[src/rtl/alu_cc_pkg.sv]
package alu_cc_pkg;

  typedef enum logic [3:0] {
    FN_ADD = 4'd0,
    FN_SUB = 4'd1,
    FN_AND = 4'd2,
    FN_XOR = 4'd3
  } alu_fn_e;

  typedef enum logic [3:0] {
    CD_ALWAYS = 4'd0,
    CD_LE     = 4'd1,
    CD_LT     = 4'd2,
    CD_EQ     = 4'd3,
    CD_NE     = 4'd4,
    CD_GE     = 4'd5,
    CD_GT     = 4'd6
  } cond_e;

  typedef struct packed {
    logic zf;
    logic sf;
    logic of;
  } ccflags_t;

  localparam ccflags_t CC_RESET = '{zf: 1'b1, sf: 1'b0, of: 1'b0};

endpackage

[src/rtl/alu_cc_datapath.sv]
module alu_cc_datapath
  import alu_cc_pkg::*;
#(
  parameter int DATA_W = 64
) (
  input  logic [DATA_W-1:0] a,
  input  logic [DATA_W-1:0] b,
  input  logic [3:0]        fn,
  output logic [DATA_W-1:0] res,
  output ccflags_t          flags_nxt,
  output logic              fn_ok
);
  localparam int MSB = DATA_W - 1;

  logic [DATA_W-1:0] sum_w;
  logic [DATA_W-1:0] dif_w;
  logic              ovf_add;
  logic              ovf_sub;
  logic              ovf_sel;

  assign sum_w   = b + a;
  assign dif_w   = b - a;
  assign ovf_add = (a[MSB] == b[MSB]) && (sum_w[MSB] != b[MSB]);
  assign ovf_sub = (a[MSB] != b[MSB]) && (dif_w[MSB] != b[MSB]);

  always_comb begin
    res     = '0;
    ovf_sel = 1'b0;
    fn_ok   = 1'b1;
    case (fn)
      FN_ADD: begin res = sum_w; ovf_sel = ovf_add; end
      FN_SUB: begin res = dif_w; ovf_sel = ovf_sub; end
      FN_AND: res = b & a;
      FN_XOR: res = b ^ a;
      default: fn_ok = 1'b0;
    endcase
  end

  assign flags_nxt.zf = (res == '0);
  assign flags_nxt.sf = res[MSB];
  assign flags_nxt.of = ovf_sel;

endmodule

[src/rtl/alu_cc_flagreg.sv]
module alu_cc_flagreg
  import alu_cc_pkg::*;
(
  input  logic     clk,
  input  logic     rst,
  input  logic     load,
  input  ccflags_t d,
  output ccflags_t q
);
  always_ff @(posedge clk) begin
    if (rst)       q <= CC_RESET;
    else if (load) q <= d;
  end

  // flags move only on a load
  assert_flag_hold_R6: assert property (@(posedge clk) disable iff (rst)
    !load |=> $stable(q));

endmodule

[src/rtl/alu_cc_condeval.sv]
module alu_cc_condeval
  import alu_cc_pkg::*;
(
  input  ccflags_t   flags,
  input  logic [3:0] sel,
  output logic       take
);
  logic lt;
  assign lt = flags.sf ^ flags.of;

  always_comb begin
    case (sel)
      CD_ALWAYS: take = 1'b1;
      CD_LE:     take = lt | flags.zf;
      CD_LT:     take = lt;
      CD_EQ:     take = flags.zf;
      CD_NE:     take = ~flags.zf;
      CD_GE:     take = ~lt;
      CD_GT:     take = ~lt & ~flags.zf;
      default:   take = 1'b0;
    endcase
  end

endmodule

[src/rtl/alu_cc_unit.sv]
module alu_cc_unit
  import alu_cc_pkg::*;
#(
  parameter int DATA_W = 64
) (
  input  logic              clk,
  input  logic              rst,
  input  logic [DATA_W-1:0] op_a,
  input  logic [DATA_W-1:0] op_b,
  input  logic [3:0]        alu_fn,
  input  logic              set_cc,
  input  logic [3:0]        cond_fn,
  output logic [DATA_W-1:0] result,
  output logic              flag_z,
  output logic              flag_s,
  output logic              flag_o,
  output logic              cond_true
);
  localparam int MSB = DATA_W - 1;

  logic [DATA_W-1:0] res_c;
  ccflags_t          flags_c;
  ccflags_t          flags_q;
  logic              fn_ok;

  alu_cc_datapath #(.DATA_W(DATA_W)) dp_i (
    .a(op_a), .b(op_b), .fn(alu_fn),
    .res(res_c), .flags_nxt(flags_c), .fn_ok(fn_ok)
  );

  alu_cc_flagreg fr_i (
    .clk(clk), .rst(rst), .load(set_cc & fn_ok),
    .d(flags_c), .q(flags_q)
  );

  alu_cc_condeval ce_i (
    .flags(flags_q), .sel(cond_fn), .take(cond_true)
  );

  always_ff @(posedge clk) begin
    if (rst) result <= '0;
    else     result <= res_c;
  end

  assign flag_z = flags_q.zf;
  assign flag_s = flags_q.sf;
  assign flag_o = flags_q.of;

  // reset state
  assert_reset_state_R7: assert property (@(posedge clk)
    rst |=> (result == '0 && flag_z && !flag_s && !flag_o));

  // add result one clock later
  assert_add_result_R1: assert property (@(posedge clk) disable iff (rst)
    (alu_fn == 4'd0) |=> (result == $past(op_b) + $past(op_a)));

  // captured zero/sign agree with the registered result
  assert_flags_match_R4: assert property (@(posedge clk) disable iff (rst)
    (set_cc && alu_fn < 4'd4) |=> (flag_z == (result == '0) && flag_s == result[MSB]));

  // logic operations clear overflow
  assert_logic_clears_of_R5: assert property (@(posedge clk) disable iff (rst)
    (set_cc && (alu_fn == 4'd2 || alu_fn == 4'd3)) |=> !flag_o);

  // undefined op codes leave the flags alone
  assert_bad_fn_keeps_flags_R10: assert property (@(posedge clk) disable iff (rst)
    (alu_fn > 4'd3) |=> ($stable({flag_z, flag_s, flag_o}) && result == '0));

  // equal selector follows zero flag
  assert_eq_follows_z_R8: assert property (@(posedge clk) disable iff (rst)
    (cond_fn == 4'd3) |-> (cond_true == flag_z));

  // unused selectors are false
  assert_unused_cond_false_R9: assert property (@(posedge clk) disable iff (rst)
    (cond_fn > 4'd6) |-> !cond_true);

endmodule

[config.mk]
export PLATFORM = sky130hd
export DESIGN_NAME = alu_cc_unit
export DESIGN_NICKNAME = d
export VERILOG_FILES = /design/src/rtl/alu_cc_pkg.sv /design/src/rtl/alu_cc_datapath.sv /design/src/rtl/alu_cc_flagreg.sv /design/src/rtl/alu_cc_condeval.sv /design/src/rtl/alu_cc_unit.sv
export SDC_FILE = /design/constraint.sdc
export NUM_CORES = 1
export LEC_CHECK = 0
export BUFFER_PORTS_ARGS = -buffer_cell sky130_fd_sc_hd__buf_2
export CORE_ASPECT_RATIO = 1.25
export CORE_UTILIZATION = 40
export CTS_CLUSTER_SIZE = 16
export DETAILED_ROUTE_END_ITERATION = 6
export PLACE_DENSITY_LB_ADDON = 0.25
export SYNTH_ARGS = -nofsm -noshare
export SYNTH_HDL_FRONTEND = slang
export SYNTH_SLANG_ARGS = --single-unit
[constraint.sdc]
create_clock -name clk -period 8.39 [get_ports clk]
set_input_delay 1.678 -clock clk [delete_from_list [all_inputs] [get_ports clk]]
set_output_delay 1.678 -clock clk [all_outputs]
set_load 0.02 [all_outputs]
### After elaboration in Yosys (flattened, before gate mapping)

Index checks and enable logic that the tools add are counted.

| storage, ports and cells | value |
|---|---|
| flip-flop bits (word level) | 67 |
| bits of input ports | 139 |
| output and inout port bits | 68 |
| word-level logic and storage cells | 37 |

| cells by class | value |
|---|---|
| $add $sub $neg | 2 |
| eq/ne operators | 13 |
| mux-type cells | 4 |
| bitwise logic cells | 8 |
| reductions and logical operators | 6 |

Operators with widths:

| operator | number |
|---|---|
| $pmux 64 s4 | 1 |
| $add 64x64->64 | 1 |
| $and 64x64->64 | 1 |
| $logic_not 64->1 | 1 |
| $sub 64x64->64 | 1 |
| $xor 64x64->64 | 1 |
| $eq 4x2->1 const B | 4 |
| $eq 4x3->1 const B | 3 |
| $eq 4x1->1 const B | 2 |
| $logic_not 4->1 | 2 |
| $pmux 1 s7 | 1 |
| $reduce_or 4->1 | 1 |
| $ne 1x1->1 | 3 |
| $and 1x1->1 | 2 |
| $logic_and 1x1->1 | 2 |
| $not 1->1 | 2 |
| $pmux 1 s2 | 1 |
| $eq 1x1->1 | 1 |
| $mux 1 | 1 |
| $or 1x1->1 | 1 |
| $xor 1x1->1 | 1 |

### Depth between registers and ports, before layout

Gate-level depths: netlist of run 1.

| logic depth | value |
|---|---|
| word-level depth | 4 |
| mapped depth | 17 |
| depth with buffers taken out | 17 |

### By module

Synthesis of run 1 repeated with hierarchy kept, for this count alone.

| unflattened totals | value |
|---|---|
| cells, all modules | 1,847 |
| area total of the unflattened synthesis | 12,672.2 um^2 |

By module, submodules not included:

| module | instances | cells an instance | area each (um^2) | sequential area each (um^2) |
|---|---|---|---|---|
| alu_cc_datapath | 1 | 1,692 | 10,563.9 | 0.0 |
| alu_cc_unit | 1 | 136 | 1,924.3 | 1,281.2 |
| alu_cc_flagreg | 1 | 9 | 102.6 | 60.1 |
| alu_cc_condeval | 1 | 10 | 81.3 | 0.0 |

### Worst setup path before layout of run 1

OpenSTA, ideal clock, no wires.

| timing path | value |
|---|---|
| path kind | input to register |
| start point | input op_b[0] |
| end point | register fr_i.q[2] in the netlist's numbering |
| arrival | 4.809 ns |
| slack | 3.497 ns |
| cell stages on the path | 17 |
| path buffers | 0 |
| cells stage by stage | inv_1 > ha_1 > inv_1 > fa_1 > a21o_1 > a221oi_4 > nor4_2 > o2111ai_2 > a31oi_1 > a211oi_2 > o21ba_2 > nor2_1 > a2111oi_4 > nand4_1 > nor3_1 > nand4_1 > o31ai_2 |

| between the ends | value |
|---|---|
| cells in the longest elaborated chain, start to end | 3 |
| elaborated cells on any way between the ends | 6 |
| those cells by class | add/sub (2); mux (1); bitwise (2); reduce/logical (1) |

RTL lines:

| item | RTL line | RTL |
|---|---|---|
| from (decl) | alu_cc_unit.sv:9 | `input logic [DATA_W-1:0] op_b,` |
| $sub 64x64->64, or another cell as far along | alu_cc_datapath.sv:22 | `assign dif_w = b - a;` |
| $pmux 64 s4 (*) | alu_cc_datapath.sv:30 | `case (fn)` |
| $logic_not 64->1 (*) | alu_cc_datapath.sv:39 | `assign flags_nxt.zf = (res == '0);` |
| to (signal assigned) | alu_cc_flagreg.sv:11 | `if (rst) q <= CC_RESET;` |
| to (signal assigned) | alu_cc_flagreg.sv:12 | `else if (load) q <= d;` |
| to (decl) | alu_cc_flagreg.sv:8 | `output ccflags_t q` |

Every way passes the cells marked *; elsewhere a longest branch is shown, timed or not.
A chain may end at the register's enable or synchronous reset.

### Final worst setup path of run 1

| timing path | value |
|---|---|
| start point | input alu_fn[1] |
| end point | register fr_i.q[2] in the netlist's numbering |

| between the ends | value |
|---|---|
| cells in the longest elaborated chain, start to end | 4 |
| elaborated cells on any way between the ends | 9 |
| those cells by class | eq/ne (3); mux (2); bitwise (1); reduce/logical (3) |

RTL lines:

| item | RTL line | RTL |
|---|---|---|
| from (decl) | alu_cc_unit.sv:10 | `input logic [3:0] alu_fn,` |
| branches (longest 4 deep; another with $pmux 64 s4) | n/a |  |

Several ways; the timed one is not identified.

==> results of run 1 <==
[power breakdown]
group	switching [mW]	internal [mW]	total [mW]
registers	0.00284	0.326	0.329
logic	0.640	0.306	0.946
clock network	0.196	0.272	0.468
total	0.838	0.904	1.74
[routing by layer]
layer,vias to the layer above,share of wire,global-route usage
li1,7325,-,-
met1,7517,0.39,0.438
met2,930,0.46,0.610
met3,256,0.080,0.0437
met4,0,0.070,0.254
met5,-,0,0
[stage by stage]
stage,power [mW],cell area [um2]
CTS,1.71,14300
detailed placement,1.25,14000
global placement,1.25,14000
floorplan,0.968,12800
finish,1.74,14300
global route,1.83,14300
[area by class of cell]
type,count,share of cell area
Clock inverter,6,0.00664
Inverter,141,0.0369
Tap cell,407,0.0355
Timing Repair Buffer,222,0.0803
Sequential cell,67,0.0936
Multi-Input combinational cell,1594,0.730
Antenna cell,1,0.000175
Clock buffer,10,0.0167
[how the worst min path moves through the flow]
stage                                         to                    from  slack [ns]
after CTS                 fr_i.q[1]$_SDFFE_PP0P_  fr_i.q[1]$_SDFFE_PP0P_        0.56
final                     fr_i.q[1]$_SDFFE_PP0P_  fr_i.q[1]$_SDFFE_PP0P_        0.55
after detailed placement  fr_i.q[1]$_SDFFE_PP0P_  fr_i.q[1]$_SDFFE_PP0P_        0.55
after floorplan           fr_i.q[1]$_SDFFE_PP0P_  fr_i.q[1]$_SDFFE_PP0P_        0.60
after global routing      fr_i.q[1]$_SDFFE_PP0P_  fr_i.q[1]$_SDFFE_PP0P_        0.60
after global placement    fr_i.q[1]$_SDFFE_PP0P_  fr_i.q[1]$_SDFFE_PP0P_        0.53
[state kept, by name, indices dropped and copies added (netlist names)]
register  flops
fr_i.q        3
result       64
[cell families (layout without fill, tap and decap cells)]
| group | count (synthesis) | in the layout |
|---|---|---|
| other | 0 | 1 |
| AOI/OAI and AO/OA | 681 | 681 |
| adders and majority gates | 130 | 130 |
| and+or+nand+nor | 722 | 722 |
| muxes | 29 | 29 |
| buffers and inverters | 251 | 379 |
| xor gates and xnor gates | 32 | 32 |
| DFF | 67 | 67 |
[Yosys cell counts, types with 19 or more instances]
library cell and instances:
nor2_1 228, a21oi_1 208, nand2_1 171, inv_1 135
ha_1 128, o21ai_0 94, dfxtp_1 67, clkbuf_1 65
nand3_1 53, nor3_1 53, o31ai_1 44, nor2b_1 40
nor4_1 39, nand4_1 35, buf_2 33, xnor2_1 30
o211ai_1 28, a31oi_1 27, a211oi_1 24, mux2i_1 23
a21o_1 19
[worst min-delay path, delay by kind of cell (launching register included)]
family	cells	cell delay (ns)
flip-flops	1	0.33
AO/OA/AOI/OAI	2	0.17
[placed cells by master (no fill, tap or decap), drive strengths merged, types with 10 or more instances in the layout]
master	synthesis	layout
nor2	231	231
buf	45	222
a21oi	208	208
nand2	172	172
inv	140	142
ha	128	128
o21ai	110	110
dfxtp	67	67
nor3	54	54
nand3	54	54
o31ai	48	48
nor4	45	45
nor2b	40	40
nand4	35	35
xnor2	30	30
a31oi	29	29
o211ai	28	28
a211oi	28	28
mux2i	23	23
a21boi	21	21
a221oi	21	21
a21o	19	19
and3	19	19
o21bai	18	18
a2111oi	17	17
o21a	16	16
or3	13	13
nand2b	12	12
o311ai	12	12
o22ai	10	10
and2	10	10
clkbuf	65	10
==> results.sh, run 1 <==
export IMPL_outcome="finished clean"
export IMPL_worst_skew_pair_late_latency_ns=0.38
export IMPL_synth_seq_area_share=0.105
export IMPL_hold_path_depth=2
export IMPL_p_leak_nw=6.08
export IMPL_cp_start_kind="input port"
export IMPL_drc=0
export IMPL_utilization=0.458
export IMPL_criticalPathCategory="in2reg"
export IMPL_hold_viol_final=0
export IMPL_synth_top_area_share=0.125
export IMPL_synth_xor_area_frac=0.0219
export IMPL_tightest_slew_ns=1.16
export IMPL_synth_area_um2=12800
export IMPL_reg2reg_from="fr_i.q[0]$_SDFFE_PP0P_"
export IMPL_vias_per_cell=6.55
export IMPL_die_area_um2=32800
export IMPL_grt_pass1_wl_um=91300
export IMPL_core_um2=31300
export IMPL_initial_core_util=0.410
export IMPL_cap_viol_max_count=0
export IMPL_rsz0062_at_grt="false"
export IMPL_cpPeakStageDelay_ns=0.65
export IMPL_gp_congestion=0.972
export IMPL_yosys_area_share_simple=0.274
export IMPL_endpoint_kind="flop"
export IMPL_wirelength_um=60700
export IMPL_tritoncts="done"
export IMPL_multi_input_area_um2=10500
export IMPL_groute_usage_overall=0.367
export IMPL_initialDrtViolationCount=1594
export IMPL_synthFlopType="dfxtp_1"
export IMPL_setup_viol=0
export IMPL_cp_cell_sequence="buf_2 -> buf_4 -> nor2b_1 -> nand2_1 -> buf_4 -> nor2_1 -> a221oi_1 -> nor4bb_1 -> nand3_1 -> nor4b_1 -> nand4_1 -> nor4_2 -> nand4_1 -> o31ai_2"
export IMPL_rows=72
export IMPL_synth_cell_types=106
export IMPL_tritoncts_num_buffers=9
export IMPL_ys_ff_latch=67
export IMPL_fin_tns_setup_ns=0
export IMPL_dr_pass1_iters=6
export IMPL_drive_gt1_frac=0.154
export IMPL_synth_edf_count=0
export IMPL_final_antenna_net_count=0
export IMPL_clock_path_buffers=2
export IMPL_dp_slack_ns=1.86
export IMPL_worst_endpoint_arrival_ns=6.71
export IMPL_die_w_um=162
export IMPL_r2r_cells=2
export IMPL_n_fill_cell=3351
export IMPL_synth_area_top_cells="ha_1, dfxtp_1, a21oi_1, nor2_1, nand2_1"
export IMPL_synthCells=1912
export IMPL_synth_nets=2181
export IMPL_holdBufCountCts=0
export IMPL_ios=207
export IMPL_reg2reg_to="fr_i.q[0]$_SDFFE_PP0P_"
export IMPL_cts_resized=0
export IMPL_syn_area_per_cell_um2=6.70
export IMPL_cts_sinks=67
export IMPL_clockRootBuffer="clkbuf_16"
export IMPL_max_freq_ghz=0.156
export IMPL_wire_per_inst_um=24.8
export IMPL_fin_worst_skew_ns=0
export IMPL_synth_compound_area_frac=0.367
export IMPL_path_depth=14
export IMPL_die_y_um=202
export IMPL_peakVddDrop_mv=0.128
export IMPL_crit_slowest_cell="nand2_1"
export IMPL_cp_buffers_inverters=3
export IMPL_critPathRequiredTime_ns=8.70
export IMPL_layout_area_seq_um2=1340
export IMPL_htree_levels=3
export IMPL_period_needed_ns=6.40
export IMPL_crit_start="alu_fn[1]"
export IMPL_synth_top_family_by_area="compound AO/OA/AOI/OAI gates"
export IMPL_synthAdderAreaFrac=0.128
export IMPL_hp_class="reg2reg"
export IMPL_grt_remaining_overflow=0
export IMPL_syn_to_final_growth_pct=11.8
export IMPL_path_clk_slew_ns=0.07
export IMPL_slew_headroom=0.218
export IMPL_ys_warn_count=0
export IMPL_final_cells=2448
export IMPL_antenna_found_initial=1
export IMPL_grt_max_degree=53
export IMPL_cts_setup_buffers=0
export IMPL_post_route_period_util=0.763
export IMPL_dpl_hpwl_um=47400
export IMPL_dp_cells=2431
export IMPL_finalWorstSetupSlack_ns=1.99
export IMPL_io_buffers=206
export IMPL_nNetsFinal=2304
export IMPL_grt_pass1_vias=15613
export IMPL_vias=16028
export IMPL_cp_max_fo=30
export IMPL_synthArstFlopShare=0
export IMPL_yosys_area_top_type="ha_1"
export IMPL_worst_path_dominant_cell_family="simple AND/OR/NAND/NOR gates"
export IMPL_synthMuxAreaShare=0.0241
export IMPL_crit_path_end="fr_i.q[2]$_SDFFE_PP1P_"
export IMPL_drv_slew=0
export IMPL_whs_ns=0.549
export IMPL_reg2reg_setup_slack_ns=7.58
export IMPL_pwr_density_cell_nw_per_um2=122
No activity file was read; power rests on OpenSTA's default activity.
==> run 2: changes to the inputs <==
- ABC_AREA: default -> 1
- clock period: 8.39 -> 6 ns (I/O delays scaled with it)
==> run 2 against run 1 <==
Against the previous run: the run now ends with DRC left; sequential share of layout area decreased by 1.6 points; combinational power increased by 60%; setup slack got worse by 0.25 ns; critical path type unchanged; critical endpoint unchanged; largest cell class unchanged; highest routed layer unchanged.
==> results.sh, run 2 <==
export IMPL_outcome="finished, violations left"
export IMPL_violations="DRC"
export IMPL_synth_seq_area_share=0.0839
export IMPL_holdBufCountCts=0
export IMPL_endpoint_kind="flop"
export IMPL_synthFlopType="dfxtp_1"
export IMPL_final_common_cell="nand2_1"
export IMPL_period_needed_ns=4.26
export IMPL_post_route_period_util=0.710
export IMPL_initial_core_util=0.407
export IMPL_wire_per_inst_um=20.4
export IMPL_vias_per_cell=5.24
export IMPL_synth_nets=3473
export IMPL_synth_top_area_share=0.271
export IMPL_largest_register_ffs=64
export IMPL_cts_sinks=67
export IMPL_synth_edf_count=0
export IMPL_cts_setup_buffers=0
export IMPL_groute_usage_overall=0.381
export IMPL_worst_endpoint_arrival_ns=4.53
export IMPL_gr_max_usage_layer="met2"
export IMPL_synthArstFlopShare=0
export IMPL_dp_cells=3826
export IMPL_gp_congestion=1.04
export IMPL_hold_path_depth=2
export IMPL_fin_worst_skew_ns=0
export IMPL_rsz0062_at_grt="false"
export IMPL_fin_tns_setup_ns=0
export IMPL_ys_ff_latch=67
export IMPL_grt_met3_usage=0.0383
export IMPL_drv_slew=0
export IMPL_dr_pass1_iters=7
export IMPL_crit_slowest_cell="ha_1"
export IMPL_criticalPathCategory="in2reg"
export IMPL_multi_input_area_um2=11200
export IMPL_die_y_um=225
export IMPL_wirelength_um=78500
export IMPL_yosys_top_cells_count="nand2_1, inv_1, nor2_1"
export IMPL_max_freq_ghz=0.235
export IMPL_syn_area_per_cell_um2=4.99
export IMPL_grt_util_met2=0.667
export IMPL_use_met1=0.385
export IMPL_largest_register="result"
export IMPL_synth_area_um2=16000
export IMPL_reg2reg_setup_slack_ns=5.28
export IMPL_die_w_um=181
export IMPL_utilization=0.443
export IMPL_io_buffers=206
export IMPL_ys_warn_count=0
export IMPL_tightest_slew_ns=1.02
export IMPL_final_cells=3842
export IMPL_critPathRequiredTime_ns=6.27
export IMPL_grt_remaining_overflow=0
export IMPL_syn_to_final_growth_pct=8.62
export IMPL_clock_path_buffers=2
export IMPL_yosys_area_top_type="nand2_1"
export IMPL_final_antenna_net_count=0
export IMPL_path_clk_slew_ns=0.06
export IMPL_pwr_density_cell_nw_per_um2=145
export IMPL_min_from="fr_i.q[1]$_SDFFE_PP0P_"
export IMPL_ios=207
export IMPL_cts_resized=0
export IMPL_cpPeakStageDelay_ns=0.49
export IMPL_tritoncts_num_buffers=9
export IMPL_peakVddDrop_mv=0.164
export IMPL_die_area_um2=40800
export IMPL_grt_max_degree=61
export IMPL_place_area_um2=17100
export IMPL_htree_levels=3
export IMPL_clockRootBuffer="clkbuf_16"
export IMPL_finalWorstSetupSlack_ns=1.74
export IMPL_vias=20116
export IMPL_yosysMostFrequentCell="nand2_1"
export IMPL_worst_skew_pair_late_latency_ns=0.32
export IMPL_crit_top_cell="nand2_1"
export IMPL_dp_slack_ns=1.60
export IMPL_cp_max_fo=10
export IMPL_synth_area_top_cells="nand2_1, inv_1, ha_1, nand3_1, dfxtp_1"
export IMPL_worstHoldEndpoint="fr_i.q[1]$_SDFFE_PP0P_"
export IMPL_hp_class="reg2reg"
export IMPL_grt_pass1_wl_um=114000
export IMPL_r2r_cells=2
export IMPL_cp_cell_sequence="buf_2 -> inv_1 -> ha_1 -> nand2_1 -> nor2_1 -> nand2_1 -> nand2_1 -> nand2_1 -> nand3_1 -> nand3_1 -> nand2_1 -> nand2_1 -> nand3_1 -> nand3_1 -> nor2_1 -> nand2_1 -> nor2_1 -> nand2_1 -> nor2_1 -> nand2_1 -> nand2_1"
export IMPL_initialDrtViolationCount=1818
export IMPL_grt_pass1_vias=19137
export IMPL_tritoncts="done"
export IMPL_cap_viol_max_count=0
export IMPL_whs_ns=0.584
export IMPL_diodes=0
export IMPL_synthCells=3204
export IMPL_rows=81
export IMPL_finalInstanceArea_um2=17400
export IMPL_n_fill_cell=4740
export IMPL_drive_gt1_frac=0.0954
export IMPL_nNetsFinal=3608
export IMPL_cp_start_kind="input port"
export IMPL_synth_cell_types=45
export IMPL_layout_area_seq_um2=1340
export IMPL_power_total_mw=2.51
export IMPL_reg2reg_to="fr_i.q[2]$_SDFFE_PP1P_"
export IMPL_slew_headroom=0.321
export IMPL_dpl_hpwl_um=68100
export IMPL_hold_viol_final=0
export IMPL_reg2reg_from="fr_i.q[2]$_SDFFE_PP1P_"
export IMPL_setup_viol=0
export IMPL_reg_largest_list="result x64, fr_i.q x3"
export IMPL_p_leak_nw=10.8
export IMPL_drc=8
export IMPL_antenna_found_initial=0
export IMPL_core_um2=39200
export IMPL_final_cell_mix="nand2_1, inv_1, nor2_1"
[run 2: where the power goes]
group          internal (mW)  switching (mW)  leakage (nW)
logic                  0.413            1.10          10.1
registers              0.465         0.00573         0.545
clock network          0.333           0.193         0.148
total                   1.21            1.30          10.8
[run 2: kinds of logic after synthesis]
logic type      share of synthesized area
compound gates                      0.102
xor+xnor                          0.00110
fa+ha+maj                           0.103
buf+inv                             0.214
flops                              0.0839
simple gates                        0.495
[run 2: routing by layer]
metal | vias to the layer above | share of wire
met5 | - | 0
met4 | 0 | 0.13
met3 | 316 | 0.062
met2 | 971 | 0.46
met1 | 8824 | 0.35
li1 | 10005 | -
[run 2: worst max-delay path by stage]
stage	from	end	slack, ns	cells after the start
after floorplan	cond_fn[0]	cond_true	2.73	5
after global placement	op_a[7]	fr_i.q[2]$_SDFFE_PP1P_	1.60	23
after detailed placement	op_a[6]	fr_i.q[2]$_SDFFE_PP1P_	1.60	23
after CTS	op_a[6]	fr_i.q[2]$_SDFFE_PP1P_	1.92	23
after global routing	op_a[37]	fr_i.q[2]$_SDFFE_PP1P_	1.51	20
final	op_a[6]	fr_i.q[2]$_SDFFE_PP1P_	1.74	21
[run 2: layout make-up]
type                       instances  area share
clock buffer                      10      0.0138
clock inverter                     6     0.00375
inverter                         735       0.159
multi-input combinational       2312       0.647
sequential                        67      0.0773
tap                              498      0.0359
timing repair buffer             214      0.0636
[run 2: critical path, delay by kind of cell]
kind | cells | cell delay, ns
buffers and inverters | 2 | 0.13
AND/OR/NAND/NOR | 18 | 2.70
adder cells (fa/ha/maj) | 1 | 0.49
